File: src/rtl/slot_pkg.sv
package slot_pkg;
  localparam int unsigned IDX_W = 8;
  localparam int unsigned OFF_W = 6;

  localparam logic [OFF_W-1:0] OFF_STAT = 6'h01;
  localparam logic [OFF_W-1:0] OFF_PWR  = 6'h02;
  localparam logic [OFF_W-1:0] OFF_CTL  = 6'h03;
  localparam logic [OFF_W-1:0] OFF_CHG  = 6'h04;
  localparam logic [OFF_W-1:0] OFF_CEN  = 6'h05;
  localparam logic [OFF_W-1:0] OFF_WLO  = 6'h08;
  localparam logic [OFF_W-1:0] OFF_WHI  = 6'h09;

  localparam int unsigned CTL_IO  = 5;
  localparam int unsigned CTL_RUN = 7;
  localparam int unsigned PWR_OE  = 4;

  localparam int unsigned CHG_B0  = 0;
  localparam int unsigned CHG_B1  = 1;
  localparam int unsigned CHG_RDY = 2;
  localparam int unsigned CHG_DET = 3;

  function automatic logic [2:0] sock_count(input logic [1:0] cfg);
    if (cfg[1])      return 3'd4;
    else if (cfg[0]) return 3'd1;
    else             return 3'd2;
  endfunction
endpackage

File: src/rtl/slot_change.sv
module slot_change
  import slot_pkg::*;
(
  input  logic       clk_i,
  input  logic       rst_ni,
  input  logic       en_i,
  input  logic       io_mode_i,
  input  logic       sense1_i,
  input  logic       sense2_i,
  input  logic       ready_i,
  input  logic       present_i,
  input  logic       rd_clr_i,
  output logic [7:0] chg_o
);
  logic       s1_q, s2_q, rdy_q, pres_q;
  logic [7:0] ev, chg_q;

  always_comb begin
    ev          = '0;
    ev[CHG_DET] = present_i ^ pres_q;
    ev[CHG_B0]  = s1_q & ~sense1_i;
    ev[CHG_B1]  = ~io_mode_i & s2_q & ~sense2_i;
    ev[CHG_RDY] = ~io_mode_i & ~rdy_q & ready_i;
    if (!en_i) ev = '0;
  end

  always_ff @(posedge clk_i or negedge rst_ni) begin
    if (!rst_ni) begin
      s1_q   <= 1'b1;
      s2_q   <= 1'b1;
      rdy_q  <= 1'b0;
      pres_q <= 1'b0;
      chg_q  <= '0;
    end else begin
      s1_q   <= sense1_i;
      s2_q   <= sense2_i;
      rdy_q  <= ready_i;
      pres_q <= present_i;
      chg_q  <= (rd_clr_i ? 8'h00 : chg_q) | ev;
    end
  end

  assign chg_o = chg_q;

  // a read with no new event leaves the register empty
  a_r5_read_clears: assert property (@(posedge clk_i) disable iff (!rst_ni)
    (rd_clr_i && !(sense1_i == 1'b0 && s1_q) && (present_i == pres_q)
     && !(s2_q && !sense2_i) && !(!rdy_q && ready_i)) |=> (chg_q == 8'h00));

  // in I/O mode the battery and ready bits never become set
  a_r6_io_mask: assert property (@(posedge clk_i) disable iff (!rst_ni)
    (io_mode_i && chg_q[2:1] == 2'b00) |=> (chg_q[2:1] == 2'b00));

  // an unpopulated bank gains no new bits
  a_r9_no_latch: assert property (@(posedge clk_i) disable iff (!rst_ni)
    (!en_i && chg_q == 8'h00) |=> (chg_q == 8'h00));
endmodule

File: src/rtl/slot_bank.sv
module slot_bank
  import slot_pkg::*;
(
  input  logic             clk_i,
  input  logic             rst_ni,
  input  logic             pop_i,
  input  logic             wr_i,
  input  logic             rd_i,
  input  logic [OFF_W-1:0] off_i,
  input  logic [7:0]       wdata_i,
  input  logic             sense1_i,
  input  logic             sense2_i,
  input  logic             det1_i,
  input  logic             det2_i,
  input  logic             wprot_i,
  input  logic             ready_i,
  output logic [7:0]       rdata_o,
  output logic             card_rst_o,
  output logic             irq_o
);
  logic [7:0] pwr_q, ctl_q, cen_q, wlo_q, whi_q, chg, stat;
  logic       wr_en, rd_clr;

  assign wr_en  = wr_i & pop_i;
  assign rd_clr = rd_i & pop_i & (off_i == OFF_CHG);

  always_ff @(posedge clk_i or negedge rst_ni) begin
    if (!rst_ni) begin
      pwr_q <= '0;
      ctl_q <= '0;
      cen_q <= '0;
      wlo_q <= '0;
      whi_q <= '0;
    end else if (wr_en) begin
      case (off_i)
        OFF_PWR: pwr_q <= wdata_i;
        OFF_CTL: ctl_q <= wdata_i;
        OFF_CEN: cen_q <= wdata_i;
        OFF_WLO: wlo_q <= wdata_i;
        OFF_WHI: whi_q <= wdata_i;
        default: ;
      endcase
    end
  end

  slot_change u_chg (
    .clk_i     (clk_i),
    .rst_ni    (rst_ni),
    .en_i      (pop_i),
    .io_mode_i (ctl_q[CTL_IO]),
    .sense1_i  (sense1_i),
    .sense2_i  (sense2_i),
    .ready_i   (ready_i),
    .present_i (det1_i & det2_i),
    .rd_clr_i  (rd_clr),
    .chg_o     (chg)
  );

  assign stat = {1'b0, pwr_q[PWR_OE], ready_i, wprot_i, det2_i, det1_i, sense2_i, sense1_i};

  always_comb begin
    rdata_o = '0;
    if (pop_i) begin
      case (off_i)
        OFF_STAT: rdata_o = stat;
        OFF_PWR:  rdata_o = pwr_q;
        OFF_CTL:  rdata_o = ctl_q;
        OFF_CHG:  rdata_o = chg;
        OFF_CEN:  rdata_o = cen_q;
        OFF_WLO:  rdata_o = wlo_q;
        OFF_WHI:  rdata_o = whi_q;
        default:  rdata_o = '0;
      endcase
    end
  end

  assign card_rst_o = ~ctl_q[CTL_RUN];
  assign irq_o      = pop_i & (|(chg & cen_q));

  // writing a zero run bit holds the card in reset
  a_r10_reset_hold: assert property (@(posedge clk_i) disable iff (!rst_ni)
    (wr_en && off_i == OFF_CTL && !wdata_i[CTL_RUN]) |=> card_rst_o);

  // the low-byte write leaves the high byte untouched
  a_r3_byte_split: assert property (@(posedge clk_i) disable iff (!rst_ni)
    (wr_en && off_i == OFF_WLO) |=> $stable(whi_q));
endmodule

File: src/rtl/slot_regfile.sv
module slot_regfile
  import slot_pkg::*;
#(
  parameter int unsigned MAX_SOCK = 4
) (
  input  logic                clk_i,
  input  logic                rst_ni,
  input  logic [1:0]          cfg_sockets_i,
  input  logic                bus_sel_i,
  input  logic                bus_wr_i,
  input  logic                bus_addr_i,
  input  logic [7:0]          bus_wdata_i,
  output logic [7:0]          bus_rdata_o,
  input  logic [MAX_SOCK-1:0] sense1_i,
  input  logic [MAX_SOCK-1:0] sense2_i,
  input  logic [MAX_SOCK-1:0] det1_i,
  input  logic [MAX_SOCK-1:0] det2_i,
  input  logic [MAX_SOCK-1:0] wprot_i,
  input  logic [MAX_SOCK-1:0] ready_i,
  output logic [MAX_SOCK-1:0] card_rst_o,
  output logic                irq_o
);
  localparam int unsigned BANK_W = IDX_W - OFF_W;

  logic [IDX_W-1:0]  idx_q;
  logic [BANK_W-1:0] bank_sel;
  logic [OFF_W-1:0]  off;
  logic [2:0]        cnt;
  logic              wr_dat, rd_dat, pop_sel;
  logic [7:0]        bank_rd [MAX_SOCK];
  logic [7:0]        data_rd;
  logic [MAX_SOCK-1:0] pop, bank_irq;

  assign bank_sel = idx_q[IDX_W-1:OFF_W];
  assign off      = idx_q[OFF_W-1:0];
  assign cnt      = sock_count(cfg_sockets_i);
  assign wr_dat   = bus_sel_i & bus_wr_i & bus_addr_i;
  assign rd_dat   = bus_sel_i & ~bus_wr_i & bus_addr_i;

  always_ff @(posedge clk_i or negedge rst_ni) begin
    if (!rst_ni)                                 idx_q <= '0;
    else if (bus_sel_i & bus_wr_i & ~bus_addr_i) idx_q <= bus_wdata_i;
  end

  for (genvar s = 0; s < MAX_SOCK; s++) begin : g_bank
    assign pop[s] = (3'(s) < cnt);
    slot_bank u_bank (
      .clk_i      (clk_i),
      .rst_ni     (rst_ni),
      .pop_i      (pop[s]),
      .wr_i       (wr_dat & (bank_sel == BANK_W'(s))),
      .rd_i       (rd_dat & (bank_sel == BANK_W'(s))),
      .off_i      (off),
      .wdata_i    (bus_wdata_i),
      .sense1_i   (sense1_i[s]),
      .sense2_i   (sense2_i[s]),
      .det1_i     (det1_i[s]),
      .det2_i     (det2_i[s]),
      .wprot_i    (wprot_i[s]),
      .ready_i    (ready_i[s]),
      .rdata_o    (bank_rd[s]),
      .card_rst_o (card_rst_o[s]),
      .irq_o      (bank_irq[s])
    );
  end

  always_comb begin
    data_rd = '0;
    pop_sel = 1'b0;
    for (int s = 0; s < MAX_SOCK; s++) begin
      if (bank_sel == BANK_W'(s)) begin
        data_rd = bank_rd[s];
        pop_sel = pop[s];
      end
    end
  end

  assign bus_rdata_o = bus_addr_i ? data_rd : idx_q;
  assign irq_o       = |bank_irq;

  // index load
  a_r1_index_load: assert property (@(posedge clk_i) disable iff (!rst_ni)
    (bus_sel_i && bus_wr_i && !bus_addr_i) |=> (idx_q == $past(bus_wdata_i)));

  // unpopulated bank reads zero
  a_r9_unpop_zero: assert property (@(posedge clk_i) disable iff (!rst_ni)
    (bus_addr_i && !pop_sel) |-> (bus_rdata_o == 8'h00));

  // single-socket configuration never sees bank 1 populated
  a_r8_one_sock: assert property (@(posedge clk_i) disable iff (!rst_ni)
    (cfg_sockets_i == 2'b01) |-> (pop[1] == 1'b0));
endmodule

File: config.mk
export PLATFORM = sky130hd
export DESIGN_NAME = slot_regfile
export DESIGN_NICKNAME = d
export VERILOG_FILES = /design/src/rtl/slot_pkg.sv /design/src/rtl/slot_change.sv /design/src/rtl/slot_bank.sv /design/src/rtl/slot_regfile.sv
export SDC_FILE = /design/constraint.sdc
export NUM_CORES = 1
export LEC_CHECK = 0
export ABC_AREA = 0
export BUFFER_PORTS_ARGS = -buffer_cell sky130_fd_sc_hd__buf_2
export CORE_ASPECT_RATIO = 1.25
export CORE_MARGIN = 8
export CORE_UTILIZATION = 35
export CTS_BUF_LIST = sky130_fd_sc_hd__clkbuf_2 sky130_fd_sc_hd__clkbuf_4 sky130_fd_sc_hd__clkbuf_8
export CTS_CLUSTER_DIAMETER = 200
export DETAILED_ROUTE_END_ITERATION = 8
export SLEW_MARGIN = 15
export SYNTH_ARGS = -nofsm -noshare
export SYNTH_HDL_FRONTEND = slang
export SYNTH_HIERARCHICAL = 1
export SYNTH_SLANG_ARGS = --single-unit
File: constraint.sdc
create_clock -name clk_i -period 3.35 [get_ports clk_i]
set_clock_uncertainty 0.1 [all_clocks]
set_input_delay 0.335 -clock clk_i [delete_from_list [all_inputs] [get_ports clk_i]]
set_output_delay 0.335 -clock clk_i [all_outputs]
set_load 0.02 [all_outputs]
**Word level (Yosys, flattened, before mapping)**

Index checks and enable logic that the tools add are counted.

- Order comparisons: 4
- Equal/unequal tests: 10
- Multiplexer cells: 23
- Bitwise logic cells: 87
- Reduce and logical (&&, ||, !) cells: 26

Operators with widths:

| kind | number |
|---|---|
| 8-bit case mux with 7 select lines | 4 |
| 8-bit two-way mux | 13 |
| 1-bit AND | 53 |
| 2-bit AND reduction | 20 |
| 8-bit AND | 4 |
| 8-bit by 4-bit OR with 8-bit output | 4 |
| 8-bit OR reduction | 4 |
| 1-bit inverter | 22 |
| 4-bit two-way mux | 4 |
| 6-bit by 2-bit == test with 1-bit output, second input constant | 2 |
| 6-bit by 3-bit == test with 1-bit output, second input constant | 2 |
| 6-bit by 4-bit == test with 1-bit output, second input constant | 2 |
| 6-bit by 1-bit == test with 1-bit output, second input constant | 1 |
| 1-bit by 3-bit less-than comparator with 1-bit output, first input constant | 2 |
| 2-bit by 3-bit less-than comparator with 1-bit output, first input constant | 2 |
| 2-bit == test, second input constant | 2 |
| 4-bit OR reduction | 1 |
| 1-bit XOR | 4 |
| 3-bit two-way mux | 1 |
| 2-bit by 1-bit == test with 1-bit output, second input constant | 1 |
| 2-bit zero test | 1 |
| 2-bit two-way mux | 1 |

- Register bits after elaboration: 216
- Input port bits: 39
- Output and inout port bits: 13

**Longest topological paths before layout**

- Word-level depth: 9
- Gate-level depth with buffers: 8
- Gate-level depth less buffers: 6

**Modules after synthesis**

Netlist, hierarchy kept.

By module, submodules not included:

| module | times used | cells each | area each (um2) | seq. area each (um2) |
|---|---|---|---|---|
| slot_bank | 4 | 179 | 2190.9 | 1001.0 |
| slot_change | 4 | 23 | 307.8 | 202.7 |
| slot_regfile | 1 | 76 | 738.2 | 200.2 |

**Worst setup path after synthesis**

No wires, ideal clock.

- Path kind: register -> output
- Start point: register idx_q[5]
- End point: output bus_rdata_o[6]
- Data arrival time: 2.239 ns
- Required time: 2.915 ns
- Path slack: 0.676 ns
- Stages on the path, launching flop included: 8
- Path buffers: 1
- Cells stage by stage: dfrtp_1 nor3_2 clkbuf_1 nand3_1 a41oi_1 nand2b_1 a21oi_1 nor3_1

RTL lines:

| item | RTL line | source |
|---|---|---|
| start, declared | slot_regfile.sv:25 | `logic [IDX_W-1:0] idx_q;` |
| start signal, assigned | slot_regfile.sv:42 | `else if (bus_sel_i & bus_wr_i & ~bus_addr_i) idx_q <= bus_wdata_i;` |
| end, declared | slot_regfile.sv:13 | `output logic [7:0] bus_rdata_o,` |

==> impl_metrics.yaml <==
timing:
  slew_violations: 0
  max_freq_mhz: 308.9
  fin_crit_sh: 0.9665
  period_needed_ns: 3.238
  fin_ws_ns: 0.1123
  setup_viol_count_final: 0
  slew-limit-headroom: 0.5154
  tns_ns: 0
  hold_viol: 0
  worst_pin_slew_ns: 0.7269
  hold_slack_ns: 0.04167
place:
  io_buffers: 51
  place_congestion: 0.8705
  dp_slack_ns: 0.3576
  place_area_um2: 11510
  dpl.hpwl_um: 19670
yosys:
  seq_area_frac_synth: 0.4672
  ys_async_sr_fraction: 1.000
  syn_inst: 884
  synth_area_leader_cell: "dfrtp_1"
  synth.avg_cell_area_um2: 12.14
  synth_top_area_share: 0.4477
  yosysUniqueCellTypes: 41
  synth.most_common_cell: "mux2_2"
  synth_edf_count: 0
  netlist_area_um2: 10730
  ys_top_cells_by_count: "256 x mux2_2, 192 x dfrtp_1, 125 x nand3_1, 35 x buf_2, 32 x a41oi_1"
  ys_ff_latch: 200
  synth_warnings: 6
  synthTopCellsByArea: "dfrtp_1 45%, mux2_2 27%, nand3_1 5.8%"
  synth_ff_type: "dfrtp_1"
routing:
  drc_errors: 0
  drt_iter0_markers: 547
  wl_per_cell_um: 20.97
  wl_um: 28860
  num_vias: 7370
  ant_nets: 0
  drt-pass1-iter-count: 7
  vias_per_cell: 5.356
setup_path:
  worstSetupPathType: "flip-flop to primary output"
  crit_arrival_ns: 2.80
  cp_max_fo: 12
  rr_worst_depth: 5
  cp-startpoint: "idx_q[3]"
  reg2reg_slack_ns: 0.71
  start_kind: "flip-flop"
  end_kind: "primary output"
  reg2reg_from: "idx_q[7]"
  worstReg2RegEnd: "g_bank[2].u_bank/cen_q[5]"
  worst-endpoint-required_ns: 2.91
floorplanning:
  pin_count: 52
  rows: 71
  core_um2: 30120
  die_h_um: 211.8
  start_util: 0.3564
  die_w_um: 172.6
  dieArea_um2: 36560
run_status:
  status: "complete, no violations"
final_layout:
  areaGrowthSynthToFinish_pct: 13.09
  fin_area_um2: 12140
  nets: 1000
  drive_gt1_frac: 0.4405
  fin_util: 0.4031
global_routing:
  antenna_found_initial: 1
  grt_pass1_vias: 7456
  grt_max_degree: 90
  grt_pass1_wl_um: 44590
  grt_usage: 0.1569
  gr-total-overflow: 0
cts:
  htree_levels: 4
  numCtsBuffers: 17
  cts_root_buf: "clkbuf_8"
  clkSinkCount: 200
  clk_pin_slew_ns: 0.11
  cts_max_path_buffers: 2
  cts_tree: "yes"
  clk_latency_ns: 0.49
pwr:
  p_sw_w: 0.001663
  leakage_nw: 5.429
  clkPwrFrac: 0.283
  p_per_area_nw_per_um2: 427.3
  switching_share: 0.3207
  cell_internal_pwr_w: 0.003523
  ir_worst_vdd_mv: 0.2251
  pwr-share-comb: 0.209
  pwr-share-seq: 0.508
min_path:
  hold_path_depth: 2
  holdPathEnd: "g_bank[2].u_bank/u_chg/pres_q"
  hp-start: "det2_i[2]"
  hold_class: "input port to flip-flop"
run:
  max-cap-violations: 0
## what timing repair did
action | CTS | global route
hold buffers | 13 | 0
buffers inserted | 2 | 4
resized for setup | 7 | 8
setup endpoints to repair | 8 | 8
pin swaps | 1 | 0
hold endpoints to repair | 95 | 0
## power by group through the flow
stage          logic [W]  clock network, W  registers (W)
6_report         0.00108           0.00147        0.00264
3_3_place_gp    0.000991                 0        0.00270
3_5_place_dp    0.000993                 0        0.00270
2_1_floorplan   0.000672                 0        0.00264
5_1_grt          0.00116           0.00161        0.00265
4_1_cts          0.00104           0.00153        0.00265
## per-layer routing
metal	routed length (um)	GRT usage	up-vias
met4	458	0.04716	0
met5	0	0	-
met1	13120	0.2036	3780
met2	14550	0.2685	116
met3	734	0.02156	25
li1	-	-	3449
## cells by family after synthesis
logic type,share of synthesized area
AOI/OAI and AO/OA,0.06470
xor gates and xnor gates,0.003264
buffers and inverters,0.04010
DFF,0.4672
muxes,0.2928
other,0.001749
and+or+nand+nor,0.1301
## layout by cell type (no fill, tap or decap), drive strengths merged, types with 6 or more instances in the layout
| cell type | n |
|---|---|
| conb | 23 |
| o221ai | 6 |
| dlygate4sd3 | 13 |
| buf | 94 |
| nor3 | 9 |
| mux2i | 14 |
| inv | 23 |
| nor2b | 13 |
| dfstp | 8 |
| a41oi | 32 |
| nand3 | 129 |
| clkinv | 6 |
| dfrtp | 192 |
| clkbuf | 19 |
| a22oi | 16 |
| and3 | 12 |
| mux2 | 264 |
| and4 | 8 |
| nand2b | 21 |
| o2bb2ai | 9 |
| nand4 | 8 |
## worst max path at each step
stage | endpoint | slack, ns | cells past startpoint
after floorplan | bus_rdata_o[6] | 0.68 | 7
after global placement | bus_rdata_o[6] | 0.28 | 9
after detailed placement | bus_rdata_o[6] | 0.36 | 9
after CTS | bus_rdata_o[1] | 0.001 | 7
after global routing | bus_rdata_o[0] | -0.002 | 7
final | bus_rdata_o[6] | 0.11 | 9
## registers in the layout (all words and copies together), names as in the netlist
| name | count |
|---|---|
| g_bank.u_bank/cen_q | 32 |
| g_bank.u_bank/ctl_q | 32 |
| g_bank.u_bank/pwr_q | 32 |
| g_bank.u_bank/u_chg/chg_o | 16 |
| g_bank.u_bank/u_chg/pres_q | 4 |
| g_bank.u_bank/u_chg/rdy_q | 4 |
| g_bank.u_bank/u_chg/s1_q | 4 |
| g_bank.u_bank/u_chg/s2_q | 4 |
| g_bank.u_bank/whi_q | 32 |
| g_bank.u_bank/wlo_q | 32 |
| idx_q | 8 |
## worst max-delay path, cell delays in order (launching register included)
cell      delay [ns]
dfrtp_4         0.55
buf_4           0.21
nor4_4          0.23
buf_4           0.23
nand3_1         0.10
a41oi_1         0.30
nand2b_1        0.15
a21oi_1         0.07
nor3_2          0.26
buf_2           0.22
## cell type report
class,count,area [um^2]
fill,2867,17980
multi-input combinational,618,5403
sequential,200,5030
timing repair buffer,108,780.7
tap,401,501.7
clock buffer,18,247.7
clock inverter,14,112.6
inverter,16,60.06
antenna,1,2.502
## through the flow
step           cells  total power, W
6_report        1376        0.005186
5_1_grt         1375        0.005422
4_1_cts         1371        0.005208
3_5_place_dp    1324        0.003696
3_3_place_gp    1324        0.003689
2_1_floorplan    902        0.003314
Note: power is estimated with default switching activity, not from simulation.
